## src/rtl/mute_pkg.sv

```systemverilog
`timescale 1ns/1ps
package mute_pkg;
  // End-of-frame event passed from the datapath to the control.
  typedef struct packed {
    logic frameDone;    // a frame-end slot was accepted
    logic frameSilent;  // every received slot of that frame was zero
  } frame_evt_t;
endpackage

```

## src/rtl/mute_dpath.sv

```systemverilog
`timescale 1ns/1ps
module mute_dpath
  import mute_pkg::*;
#(
  parameter int DATA_W       = 16,
  parameter int MAX_SLOTS    = 16,
  parameter int REPEAT_SLOTS = 2,
  localparam int SLOT_IDX_W  = $clog2(MAX_SLOTS),
  localparam int SCNT_W      = $clog2(MAX_SLOTS + 1)
) (
  input  logic                  clk,
  input  logic                  rst_n,
  input  logic                  slotValid,
  input  logic [SLOT_IDX_W-1:0] slotIdx,
  input  logic                  frameEnd,
  input  logic [DATA_W-1:0]     txData,
  input  logic [DATA_W-1:0]     rxData,
  input  logic [SCNT_W-1:0]     slotCount,
  input  logic                  muteEn,
  input  logic                  muteRepeat,
  output logic [DATA_W-1:0]     txOut,
  output logic                  txOutValid,
  output frame_evt_t            evt
);

  logic [DATA_W-1:0] lastWord [REPEAT_SLOTS];
  logic [DATA_W-1:0] muteWord;
  logic              repeatOk;
  logic              loudAcc;
  logic              frameLoud;

  // Per-slot repeat storage, written only by unmuted slots.
  for (genvar g = 0; g < REPEAT_SLOTS; g++) begin : g_store
    always_ff @(posedge clk or negedge rst_n) begin
      if (!rst_n)
        lastWord[g] <= '0;
      else if (slotValid && !muteEn && slotIdx == SLOT_IDX_W'(g))
        lastWord[g] <= txData;
    end
  end

  always_comb begin
    repeatOk = muteRepeat
            && (slotCount <= SCNT_W'(REPEAT_SLOTS))
            && (slotIdx < SLOT_IDX_W'(REPEAT_SLOTS));
    muteWord = '0;
    for (int k = 0; k < REPEAT_SLOTS; k++)
      if (repeatOk && slotIdx == SLOT_IDX_W'(k)) muteWord = lastWord[k];
  end

  always_ff @(posedge clk or negedge rst_n) begin
    if (!rst_n) begin
      txOut      <= '0;
      txOutValid <= 1'b0;
    end else begin
      txOutValid <= slotValid;
      if (slotValid) txOut <= muteEn ? muteWord : txData;
    end
  end

  // Receive side: accumulate "any non-zero slot" across a frame.
  assign frameLoud = loudAcc | (|rxData);

  always_ff @(posedge clk or negedge rst_n) begin
    if (!rst_n) begin
      loudAcc <= 1'b0;
      evt     <= '0;
    end else begin
      evt.frameDone   <= slotValid && frameEnd;
      evt.frameSilent <= !frameLoud;
      if (slotValid) loudAcc <= frameEnd ? 1'b0 : frameLoud;
    end
  end

  a_r1_pass_through: assert property (@(posedge clk) disable iff (!rst_n)
    slotValid && !muteEn |=> txOutValid && txOut == $past(txData));

  a_r2_mute_zero: assert property (@(posedge clk) disable iff (!rst_n)
    slotValid && muteEn && !muteRepeat |=> txOut == '0);

  a_r4_many_slots_zero: assert property (@(posedge clk) disable iff (!rst_n)
    slotValid && muteEn && slotCount > SCNT_W'(REPEAT_SLOTS) |=> txOut == '0);

endmodule

```

## src/rtl/mute_ctrl.sv

```systemverilog
`timescale 1ns/1ps
module mute_ctrl
  import mute_pkg::*;
#(
  parameter int CNT_W = 6
) (
  input  logic             clk,
  input  logic             rst_n,
  input  frame_evt_t       evt,
  input  logic [CNT_W-1:0] muteThresh,
  input  logic             irqEnable,
  input  logic             detClear,
  output logic             muteDetected,
  output logic             muteIrq
);

  localparam logic [CNT_W-1:0] CNT_MAX = {CNT_W{1'b1}};

  logic [CNT_W-1:0] silentCnt;
  logic [CNT_W-1:0] nextCnt;
  logic             canCount;
  logic             setNow;

  assign canCount = evt.frameDone && evt.frameSilent && (silentCnt != CNT_MAX);
  assign nextCnt  = silentCnt + CNT_W'(1);
  assign setNow   = canCount && (nextCnt == muteThresh);

  always_ff @(posedge clk or negedge rst_n) begin
    if (!rst_n)
      silentCnt <= '0;
    else if (evt.frameDone && !evt.frameSilent)
      silentCnt <= '0;
    else if (canCount)
      silentCnt <= nextCnt;
  end

  always_ff @(posedge clk or negedge rst_n) begin
    if (!rst_n)
      muteDetected <= 1'b0;
    else if (setNow)
      muteDetected <= 1'b1;
    else if (detClear)
      muteDetected <= 1'b0;
  end

  assign muteIrq = muteDetected && irqEnable;

  a_r6_loud_resets: assert property (@(posedge clk) disable iff (!rst_n)
    evt.frameDone && !evt.frameSilent |=> silentCnt == '0);

  a_r7_rise_on_silent: assert property (@(posedge clk) disable iff (!rst_n)
    $rose(muteDetected) |-> $past(evt.frameDone && evt.frameSilent));

  a_r8_saturate: assert property (@(posedge clk) disable iff (!rst_n)
    silentCnt == CNT_MAX && !(evt.frameDone && !evt.frameSilent) |=> silentCnt == CNT_MAX);

  a_r9_sticky: assert property (@(posedge clk) disable iff (!rst_n)
    muteDetected && !detClear |=> muteDetected);

  a_r10_irq_needs_flag: assert property (@(posedge clk) disable iff (!rst_n)
    muteIrq |-> muteDetected && irqEnable);

endmodule

```

## src/rtl/audio_mute_unit.sv

```systemverilog
`timescale 1ns/1ps
module audio_mute_unit
  import mute_pkg::*;
#(
  parameter int DATA_W    = 16,
  parameter int MAX_SLOTS = 16,
  parameter int CNT_W     = 6,
  localparam int SLOT_IDX_W = $clog2(MAX_SLOTS),
  localparam int SCNT_W     = $clog2(MAX_SLOTS + 1)
) (
  input  logic                  clk,
  input  logic                  rst_n,
  input  logic                  slotValid,
  input  logic [SLOT_IDX_W-1:0] slotIdx,
  input  logic                  frameEnd,
  input  logic [DATA_W-1:0]     txData,
  input  logic [DATA_W-1:0]     rxData,
  input  logic [SCNT_W-1:0]     slotCount,
  input  logic                  muteEn,
  input  logic                  muteRepeat,
  input  logic [CNT_W-1:0]      muteThresh,
  input  logic                  irqEnable,
  input  logic                  detClear,
  output logic [DATA_W-1:0]     txOut,
  output logic                  txOutValid,
  output logic                  muteDetected,
  output logic                  muteIrq
);

  frame_evt_t frameEvt;

  mute_dpath #(
    .DATA_W(DATA_W), .MAX_SLOTS(MAX_SLOTS), .REPEAT_SLOTS(2)
  ) u_dpath (
    .clk(clk), .rst_n(rst_n), .slotValid(slotValid), .slotIdx(slotIdx),
    .frameEnd(frameEnd), .txData(txData), .rxData(rxData),
    .slotCount(slotCount), .muteEn(muteEn), .muteRepeat(muteRepeat),
    .txOut(txOut), .txOutValid(txOutValid), .evt(frameEvt)
  );

  mute_ctrl #(.CNT_W(CNT_W)) u_ctrl (
    .clk(clk), .rst_n(rst_n), .evt(frameEvt), .muteThresh(muteThresh),
    .irqEnable(irqEnable), .detClear(detClear),
    .muteDetected(muteDetected), .muteIrq(muteIrq)
  );

endmodule

```

## config.mk

```make
export PLATFORM = sky130hd
export DESIGN_NAME = audio_mute_unit
export DESIGN_NICKNAME = d
export VERILOG_FILES = /design/src/rtl/mute_pkg.sv /design/src/rtl/mute_dpath.sv /design/src/rtl/mute_ctrl.sv /design/src/rtl/audio_mute_unit.sv
export SDC_FILE = /design/constraint.sdc
export NUM_CORES = 1
export LEC_CHECK = 0
export BUFFER_PORTS_ARGS = -buffer_cell sky130_fd_sc_hd__buf_2
export CORE_UTILIZATION = 53
export CTS_CLUSTER_DIAMETER = 100
export DETAILED_ROUTE_END_ITERATION = 16
export PLACE_DENSITY = 0.9
export SLEW_MARGIN = 20
export SYNTH_ARGS = -nofsm -noshare
export SYNTH_HDL_FRONTEND = slang
export SYNTH_HIERARCHICAL = 1
export SYNTH_SLANG_ARGS = --single-unit
```

## constraint.sdc

```tcl
create_clock -name clk -period 2.3 [get_ports clk]
set_clock_uncertainty 0.15 [all_clocks]
set_input_delay 0.115 -clock clk [delete_from_list [all_inputs] [get_ports clk]]
set_output_delay 0.115 -clock clk [all_outputs]
set_load 0.01 [all_outputs]
```

After elaboration in Yosys (flattened, before gate mapping)

Index checks and enable logic that the tools add are counted.

Bitwise gates (word level): 1
Shifts and indexed selects: 0
Magnitude comparators: 2
Multiplexer cells: 8
Reduce and logical (&&, ||, !) cells: 20
Equal/unequal tests: 3
$add $sub $neg: 1
Multipliers: 0
Divide/modulo/power cells: 0

Operators by type and width:

| operator                                                                          | count |
|---|---|
| 16-bit two-way mux                                                                | 3 |
| 16-bit OR reduction                                                               | 1 |
| 1-bit logical AND                                                                 | 13 |
| 6-bit two-way mux                                                                 | 2 |
| 6-bit by 1-bit adder with 6-bit output (second input constant)                    | 1 |
| 6-bit equality test                                                               | 1 |
| 6-bit inequality test (second input constant)                                     | 1 |
| 5-bit by 2-bit less-or-equal comparator with 1-bit output (second input constant) | 1 |
| 4-bit by 1-bit equality test with 1-bit output (second input constant)            | 1 |
| 4-bit logical NOT                                                                 | 1 |
| 4-bit by 2-bit < comparator with 1-bit output (second input constant)             | 1 |
| 2-bit nonzero test                                                                | 2 |
| 1-bit logical NOT                                                                 | 3 |
| 1-bit two-way mux                                                                 | 3 |
| 1-bit bitwise OR                                                                  | 1 |

Output and inout port bits: 19
Bits in latches: 0
Bits in read-only memories: 0
Logic and storage cells: 44
RAM bits: 0
Memories: 0
Register bits: 59

Depth between registers and ports, before layout

Gate-level depths: netlist (run 1).

Depth in word-level cells: 7
Mapped depth: 6
Gate-level depth less buffers: 5

Modules after synthesis

The synthesis (run 1) kept the hierarchy.

Modules (own cells, without submodules):

| module     | times used | sequential area each (µm²) | cells each | area each (µm²) |
|---|---|---|---|---|
| mute_dpath | 1          | 1301.2                     | 175        | 2338.5 |
| mute_ctrl  | 1          | 175.2                      | 57         | 501.7 |

Worst setup path after synthesis (run 1)

Ideal clock, no wire load.

Path type: input -> register
From: input port slotValid
To: register u_dpath/lastWord[21] (netlist bit)
Cell stages on the path: 5
Setup slack: 670 ps
Library setup time: 125 ps
Arrival: 1355 ps
Required time: 2025 ps
Cells stage by stage: buf_4 -> nor4b_4 -> nor3b_4 -> buf_6 -> mux2_2

Word-level cells in the longest chain between the ends: 2

Ends and longest elaborated chain:

| what                            | RTL line              | source |
|---|---|---|
| from (decl)                     | audio_mute_unit.sv:13 | `input logic slotValid,` |
| 1-bit logical AND (2 in a row)  | mute_dpath.sv:37      | `else if (slotValid && !muteEn && slotIdx == SLOT_IDX_W'(g))` |
| to (signal, indexed assignment) | mute_dpath.sv:38      | `lastWord[g] <= txData;` |
| to (decl)                       | mute_dpath.sv:26      | `logic [DATA_W-1:0] lastWord [REPEAT_SLOTS];` |

Every way passes these cells.
A chain may end at the register's enable or synchronous reset.

Worst setup path in the final report (run 1)

From: register u_dpath.loudAcc
To: register u_dpath.loudAcc

Word-level cells in the longest chain between the ends: 2

Ends and longest elaborated chain:

| what                   | RTL line         | source |
|---|---|---|
| from (decl)            | mute_dpath.sv:29 | `logic loudAcc;` |
| from (signal assigned) | mute_dpath.sv:71 | `if (slotValid) loudAcc <= frameEnd ? 1'b0 : frameLoud;` |
| 1-bit bitwise OR       | mute_dpath.sv:62 | `assign frameLoud = loudAcc \| (\|rxData);` |
| 1-bit two-way mux      | mute_dpath.sv:71 |  |

Every way passes these cells.

==> metrics, run 1 <==
setup slack after layout=0.437 ns; area delta synth->final=30.1%; Post-Route WL=6430 um; warnings from Yosys=6; r2r setup slk=0.44 ns; top cells by area, synth=dfrtp_1, mux2_2, mux2i_1; CTS tree=yes; hold_ws=0.0605 ns; final period utilization=0.810; cell leakage power=1.78 nW; Synth cell types=40; # fillers=365; Placer Congestion=0.841; Max FO, Critical Path=2; Int Pwr=1.84 mW; first-pass GRT wire length=10200 um; PortBufs=73; post-synthesis sequential area ratio=0.520; # setup viols final=0; I/O pins=74; Hold Crit Class=primary input to flop; vias in the first global route=2225; largest net degree at the start of global routing=36; worst setup path class=flop to flop; Period minus WS final=1.86 ns; initial antenna violation count=0; H-Tree Depth=3; CP peak stage delay=0.57 ns; Placeable Area=5140 um^2; Cell Area, Synth=2840 um^2; post-layout util=0.719; Gate Count Post-Synth=232; measured slew at the worst slew-check pin=0.498 ns; number of max-cap violations=0; RR Endpoint=u_dpath/loudAcc; Seq pwr share=0.504; Comb pwr share=0.157; Final Hold Viols=0; Max Freq=0.537 GHz; Via Count=2211; origin of the worst setup path=u_dpath/loudAcc; delay-heaviest family, CP=buffers and inverters; IR drop worst, VDD=0.000520 V; gr ovfl total=0; Slew HR=0.668; Cell Count, Final, Fillers Out=409; pwr dens=669 nW/um^2; Initial Util=0.553; Clock Pin Slew Worst Setup and Hold Paths=0.06 ns; area of the die=5660 um^2; area leader, netlist=dfrtp_1; Placed Area=3270 um^2; clock latency on the worst-skew pair=0.33 ns; total power=2.47 mW; Yosys reg bits=59; CP Cell Sequence=nor4_1 -> nand4_1 -> o41a_1 -> dlygate4sd3_1; clk root buf=clkbuf_8; R2R cell count=4; Avg Cell Area, Syn=12.2 um^2; finished layout cell area=3690 um^2; Max Buffers Root-to-Sink=2; critical path required time=2.36 ns; Row Count=26; ANT cells=0; Most used DFF post-synth=dfrtp_1; total number of clock tree sinks=59; r2r startpoint=u_dpath/loudAcc; vias per cell=5.41; Critical Path End Type=flop; share of the synthesized area in the top cell type=0.520; CTS Buf Count=9; clock power share=0.340; syn nets=288; CP arrival=1.92 ns; layout cells sized above 1=0.389; post-CTS setup buffer count=0; chip width=75.2 um; Critical-path top delay cell=dlygate4sd3_1; sw frac=0.255; CP endpoint=u_dpath/loudAcc; DR WL/cell=15.7 um; drt drc=0; CP bufs+invs=1; Post-DP HPWL=4160 um; pre-CTS setup slack=0.474 ns; CP Launch Type=flop; RSZ-0062 raised after global routing=no; global-route usage over all layers=0.253; Final ANT Viol Nets=0; Final #Nets=390; Pre-antenna DRT Iters=4; Iter 0 DRT Violations=115; Setup TNS Final=0 ns; EDFF count, synth=0; switching pwr=0.630 mW; ys async rst share=1.00; Levels on crit path=4; outcome=complete, no violations; Die Y=75.2 um; Placed Cells=368; Slew Viols, Final=0
worst min-delay path by stage:
stage                   from  cells past startpoint  slack [ns]                  end
2_1_floorplan          rst_n                      0       -0.33  u_ctrl/muteDetected
3_3_place_gp           rst_n                      1       -0.06  u_ctrl/silentCnt[1]
3_5_place_dp           rst_n                      1       -0.04  u_ctrl/silentCnt[0]
4_1_cts        muteThresh[5]                      4        0.05  u_ctrl/muteDetected
5_1_grt            slotValid                      2        0.08   u_dpath/txOutValid
6_report       muteThresh[5]                      4        0.06  u_ctrl/muteDetected
metal layers:
layer | track usage | part of all wire | vias up
li1 | - | - | 1055
met1 | 0.301 | 0.41 | 1090
met2 | 0.432 | 0.53 | 59
met3 | 0.0629 | 0.041 | 7
met4 | 0.119 | 0.015 | 0
met5 | 0 | 0 | -
placed cells by master (no fill, tap or decap), types with 2 or more instances in the layout:
master / n
buf_2: 73
and2_1: 2
dlygate4sd3_1: 25
clkbuf_8: 11
nor2_1: 2
nand4_1: 3
mux2_2: 32
nor4_1: 4
o221ai_1: 16
mux2i_1: 17
nand3_1: 4
xor2_1: 3
inv_1: 20
buf_4: 6
o31ai_2: 2
dfrtp_1: 59
clkinv_2: 2
nand2_1: 7
xnor2_1: 5
clkbuf_1: 3
o21ai_0: 6
a21oi_1: 3
nand3b_1: 16
cell type report:
cell class                      count  area [um^2]  area share
Clock buffer                       14          163      0.0440
Clock inverter                      2         10.0     0.00271
Inverter                           20         75.1      0.0203
Multi-Input combinational cell    140         1220       0.331
Sequential cell                    59         1480       0.400
Tap cell                           70         87.6      0.0237
Timing Repair Buffer              104          661       0.179
flip-flops by register name, summed over array words and instances, names as in the netlist:
register,flops
u_ctrl/silentCnt,6
u_ctrl/muteDetected,1
u_dpath/loudAcc,1
u_dpath/txOut,16
u_dpath/txOutValid,1
u_dpath/lastWord,32
u_dpath/evt,2
kinds of logic (layout without fill, tap and decap cells):
kind of cell	Yosys count	after routing	share of synthesized area
buffers and inverters	33	140	0.0498
muxes	49	49	0.187
xor gates and xnor gates	9	9	0.0304
DFF	59	59	0.520
adders and majority gates	1	1	0.00440
AOI/OAI and AO/OA	34	34	0.0952
and+or+nand+nor	47	47	0.114
repair_timing:
action,CTS,global route
setup endpoints to repair,0,0
hold buffers,25,0
resized for setup,0,0
hold endpoints to repair,71,0
power by group through the flow:
stage	clock [mW]	combinational [mW]	sequential (mW)
floorplan	0	0.208	1.25
global placement	0	0.338	1.25
detailed placement	0	0.357	1.26
CTS	0.846	0.390	1.25
global route	0.888	0.429	1.26
finish	0.840	0.388	1.25
cell usage after synthesis, drive strengths merged, types with 2 or more instances:
| cell | number |
|---|---|
| o31ai | 2 |
| nand3 | 4 |
| xnor2 | 5 |
| and2 | 2 |
| a21oi | 3 |
| nor4 | 4 |
| nand4 | 3 |
| clkbuf | 7 |
| nand2 | 7 |
| buf | 6 |
| or3 | 2 |
| mux2 | 32 |
| o221ai | 16 |
| dfrtp | 59 |
| nor2 | 2 |
| mux2i | 17 |
| xor2 | 4 |
| nand3b | 17 |
| inv | 20 |
| o21ai | 6 |
worst reg2reg max path, stage by stage (launching register included):
cell	delay [ns]
dfrtp_1	0.37
nor4_1	0.17
nand4_1	0.15
o41a_1	0.33
dlygate4sd3_1	0.57
Note: power is estimated with default switching activity, not from simulation.
==> inputs of run 2 (changes only) <==
- ABC_AREA: unset -> 1
- CORE_UTILIZATION: 53 -> 48
- PLACE_DENSITY: 0.9 -> 0.86
- clock period: 2.3 -> 1.7 ns (I/O delays scaled with it)
==> metrics, run 2 <==
Slew Viols, Final=0; Final Hold Viols=1; RSZ-0062 raised after global routing=no; Top Registers=u_dpath/lastWord (32), u_dpath/txOut (16), u_ctrl/silentCnt (6); # fillers=495; Pre-antenna DRT Iters=5; final period utilization=0.946; Via Count=3019; Multi-input gate area=1260 um^2; vias per cell=5.33; syn nets=443; r2r startpoint=u_ctrl/silentCnt[0]; EDFF count, synth=0; clk root buf=clkbuf_8; most frequent cells after synthesis=nand2_1, dfrtp_1, inv_1, nand4_1, o21ai_1; CP Cell Sequence=ha_1 -> nand2_2 -> inv_2 -> nand3_2 -> nand3_4 -> nand2_4 -> inv_2 -> nand2_1 -> o21ai_1; Post-DP HPWL=4950 um; pre-CTS setup slack=0.125 ns; Post-Route WL=7810 um; post-synthesis sequential area ratio=0.485; Hold Crit Class=primary input to flop; Final #Nets=542; chip width=81.6 um; Synth cell types=26; Iter 0 DRT Violations=269; area delta synth->final=28.8%; clock latency on the worst-skew pair=0.33 ns; gr ovfl total=0; most common cell after layout, fill and taps aside=nand2_1; hold_sp=rxData[5]; critical path required time=1.76 ns; Max Buffers Root-to-Sink=2; PortBufs=73; area of the die=6660 um^2; hold_ws=-0.0232 ns; most used cell, CP=inv_2; post-layout util=0.651; outcome=finished, violations left; Biggest register=u_dpath/lastWord; most frequent cell after synthesis=nand2_1; Avg Cell Area, Syn=7.86 um^2; vias in the first global route=2845; CTS tree=yes; CP Launch Type=flop; warnings from Yosys=6; CP arrival=1.67 ns; share of the synthesized area in the top cell type=0.485; Initial Util=0.505; Most used DFF post-synth=dfrtp_1; Die Y=81.6 um; setup slack after layout=0.0917 ns; IR drop worst, VDD=0.000567 V; failing checks=hold timing; Max Freq=0.622 GHz; total number of clock tree sinks=59; origin of the worst setup path=u_ctrl/silentCnt[0]; Setup TNS Final=0 ns; top cells by area, synth=dfrtp_1, nand2_1, nand4_1; Period minus WS final=1.61 ns; measured slew at the worst slew-check pin=0.620 ns; CTS Buf Count=9; number of max-cap violations=0; Critical Path End Type=flop; area leader, netlist=dfrtp_1; layout cells sized above 1=0.251; cell leakage power=2.08 nW; Final ANT Viol Nets=0; drt drc=0; area occupied by registers=1480 um^2; Clock Pin Slew Worst Setup and Hold Paths=0.07 ns; # setup viols final=0; ANT cells=0; I/O pins=74; Yosys reg bits=59; pwr dens=888 nW/um^2; Gate Count Post-Synth=387; Placeable Area=6030 um^2; Max FO, Critical Path=7; largest net degree at the start of global routing=60; ys async rst share=1.00; DR WL/cell=13.8 um; max FFs per register=32; Row Count=28; first-pass GRT wire length=12600 um; Placer Congestion=0.817; initial antenna violation count=0; global-route usage over all layers=0.250; r2r setup slk=0.09 ns; most frequent cells in the layout=nand2_1, buf_2, dfrtp_1; Critical-path top delay cell=dfrtp_1; CP peak stage delay=0.45 ns; H-Tree Depth=3; Cell Area, Synth=3040 um^2; Slew HR=0.586; worst setup path class=flop to flop
==> run 2: cell count changes in the layout (fill, tap and decap cells not counted), sizes merged, moves of 5 or more <==
cell / previous run / this run
xnor2: 5 / 0
nor2: 2 / 16
nand4: 3 / 34
buf: 79 / 85
nand3: 4 / 32
mux2i: 17 / 0
inv: 20 / 49
nand3b: 17 / 0
mux2: 32 / 0
a21oi: 3 / 16
nand2: 7 / 119
o21ai: 6 / 33
o221ai: 16 / 0
==> run 2: metrics by stage <==
step	cells	total power, mW	cell area, um^2
floorplan	387	1.97	3040
global placement	526	2.15	3480
detailed placement	526	2.18	3480
CTS	567	3.48	3930
global route	566	3.64	3920
finish	566	3.48	3920
==> run 2: critical path, delay by kind of cell, from the launching register on <==
kind	cells	cell delay [ns]
DFF	1	0.45
buffers and inverters	2	0.09
adders and majority gates	1	0.27
and+or+nand+nor	5	0.48
AOI/OAI and AO/OA	1	0.06
==> run 2: path summary, 6_finish.rpt <==
check	endpoint	depth (start not counted)
worst min register to register	u_dpath/txOut[6]	2
worst min-delay path	u_dpath/evt[0]	6
min in group asynchronous	u_ctrl/silentCnt[2]	3
worst max-delay path	u_ctrl/silentCnt[0]	9
worst max register to register	u_ctrl/silentCnt[0]	9
max in group asynchronous	u_dpath/lastWord[7]	3
==> run 2: kinds of logic (layout without fill, tap and decap cells) <==
logic type,count (synthesis),after routing,share of synthesized area
XOR/XNOR,1,1,0.00288
AND/OR/NAND/NOR,202,202,0.314
flip-flops,59,59,0.485
AO/OA/AOI/OAI,54,54,0.0913
adder cells (fa/ha/maj),1,1,0.00411
buffers and inverters,70,174,0.103
==> run 2: final cells by class <==
class / count / share of cell area
Clock inverter: 5 / 0.0134
Clock buffer: 11 / 0.0361
Timing Repair Buffer: 109 / 0.181
Inverter: 49 / 0.0476
Multi-Input combinational cell: 258 / 0.322
Sequential cell: 59 / 0.377
Tap cell: 75 / 0.0239
==> run 2: routing by layer <==
| metal | track usage | vias up | routed length (um) |
|---|---|---|---|
| li1 | - | 1468 | - |
| met1 | 0.314 | 1381 | 3260 |
| met2 | 0.426 | 156 | 3870 |
| met3 | 0.0389 | 14 | 520 |
| met4 | 0.111 | 0 | 161 |
| met5 | 0 | - | 0 |
==> run 2: power breakdown <==
group | internal (mW) | switching, mW
combinational | 0.235 | 0.294
sequential | 1.58 | 0.100
clock | 0.709 | 0.555
total | 2.53 | 0.950
==> run 2: repair_timing <==
| item | in CTS | in global routing |
|---|---|---|
| endpoints found under the hold margin | 108 | 0 |
| hold buffers | 25 | 0 |
| resized for setup | 0 | 1 |
| setup buffers | 0 | 0 |
| setup endpoints to repair | 0 | 1 |
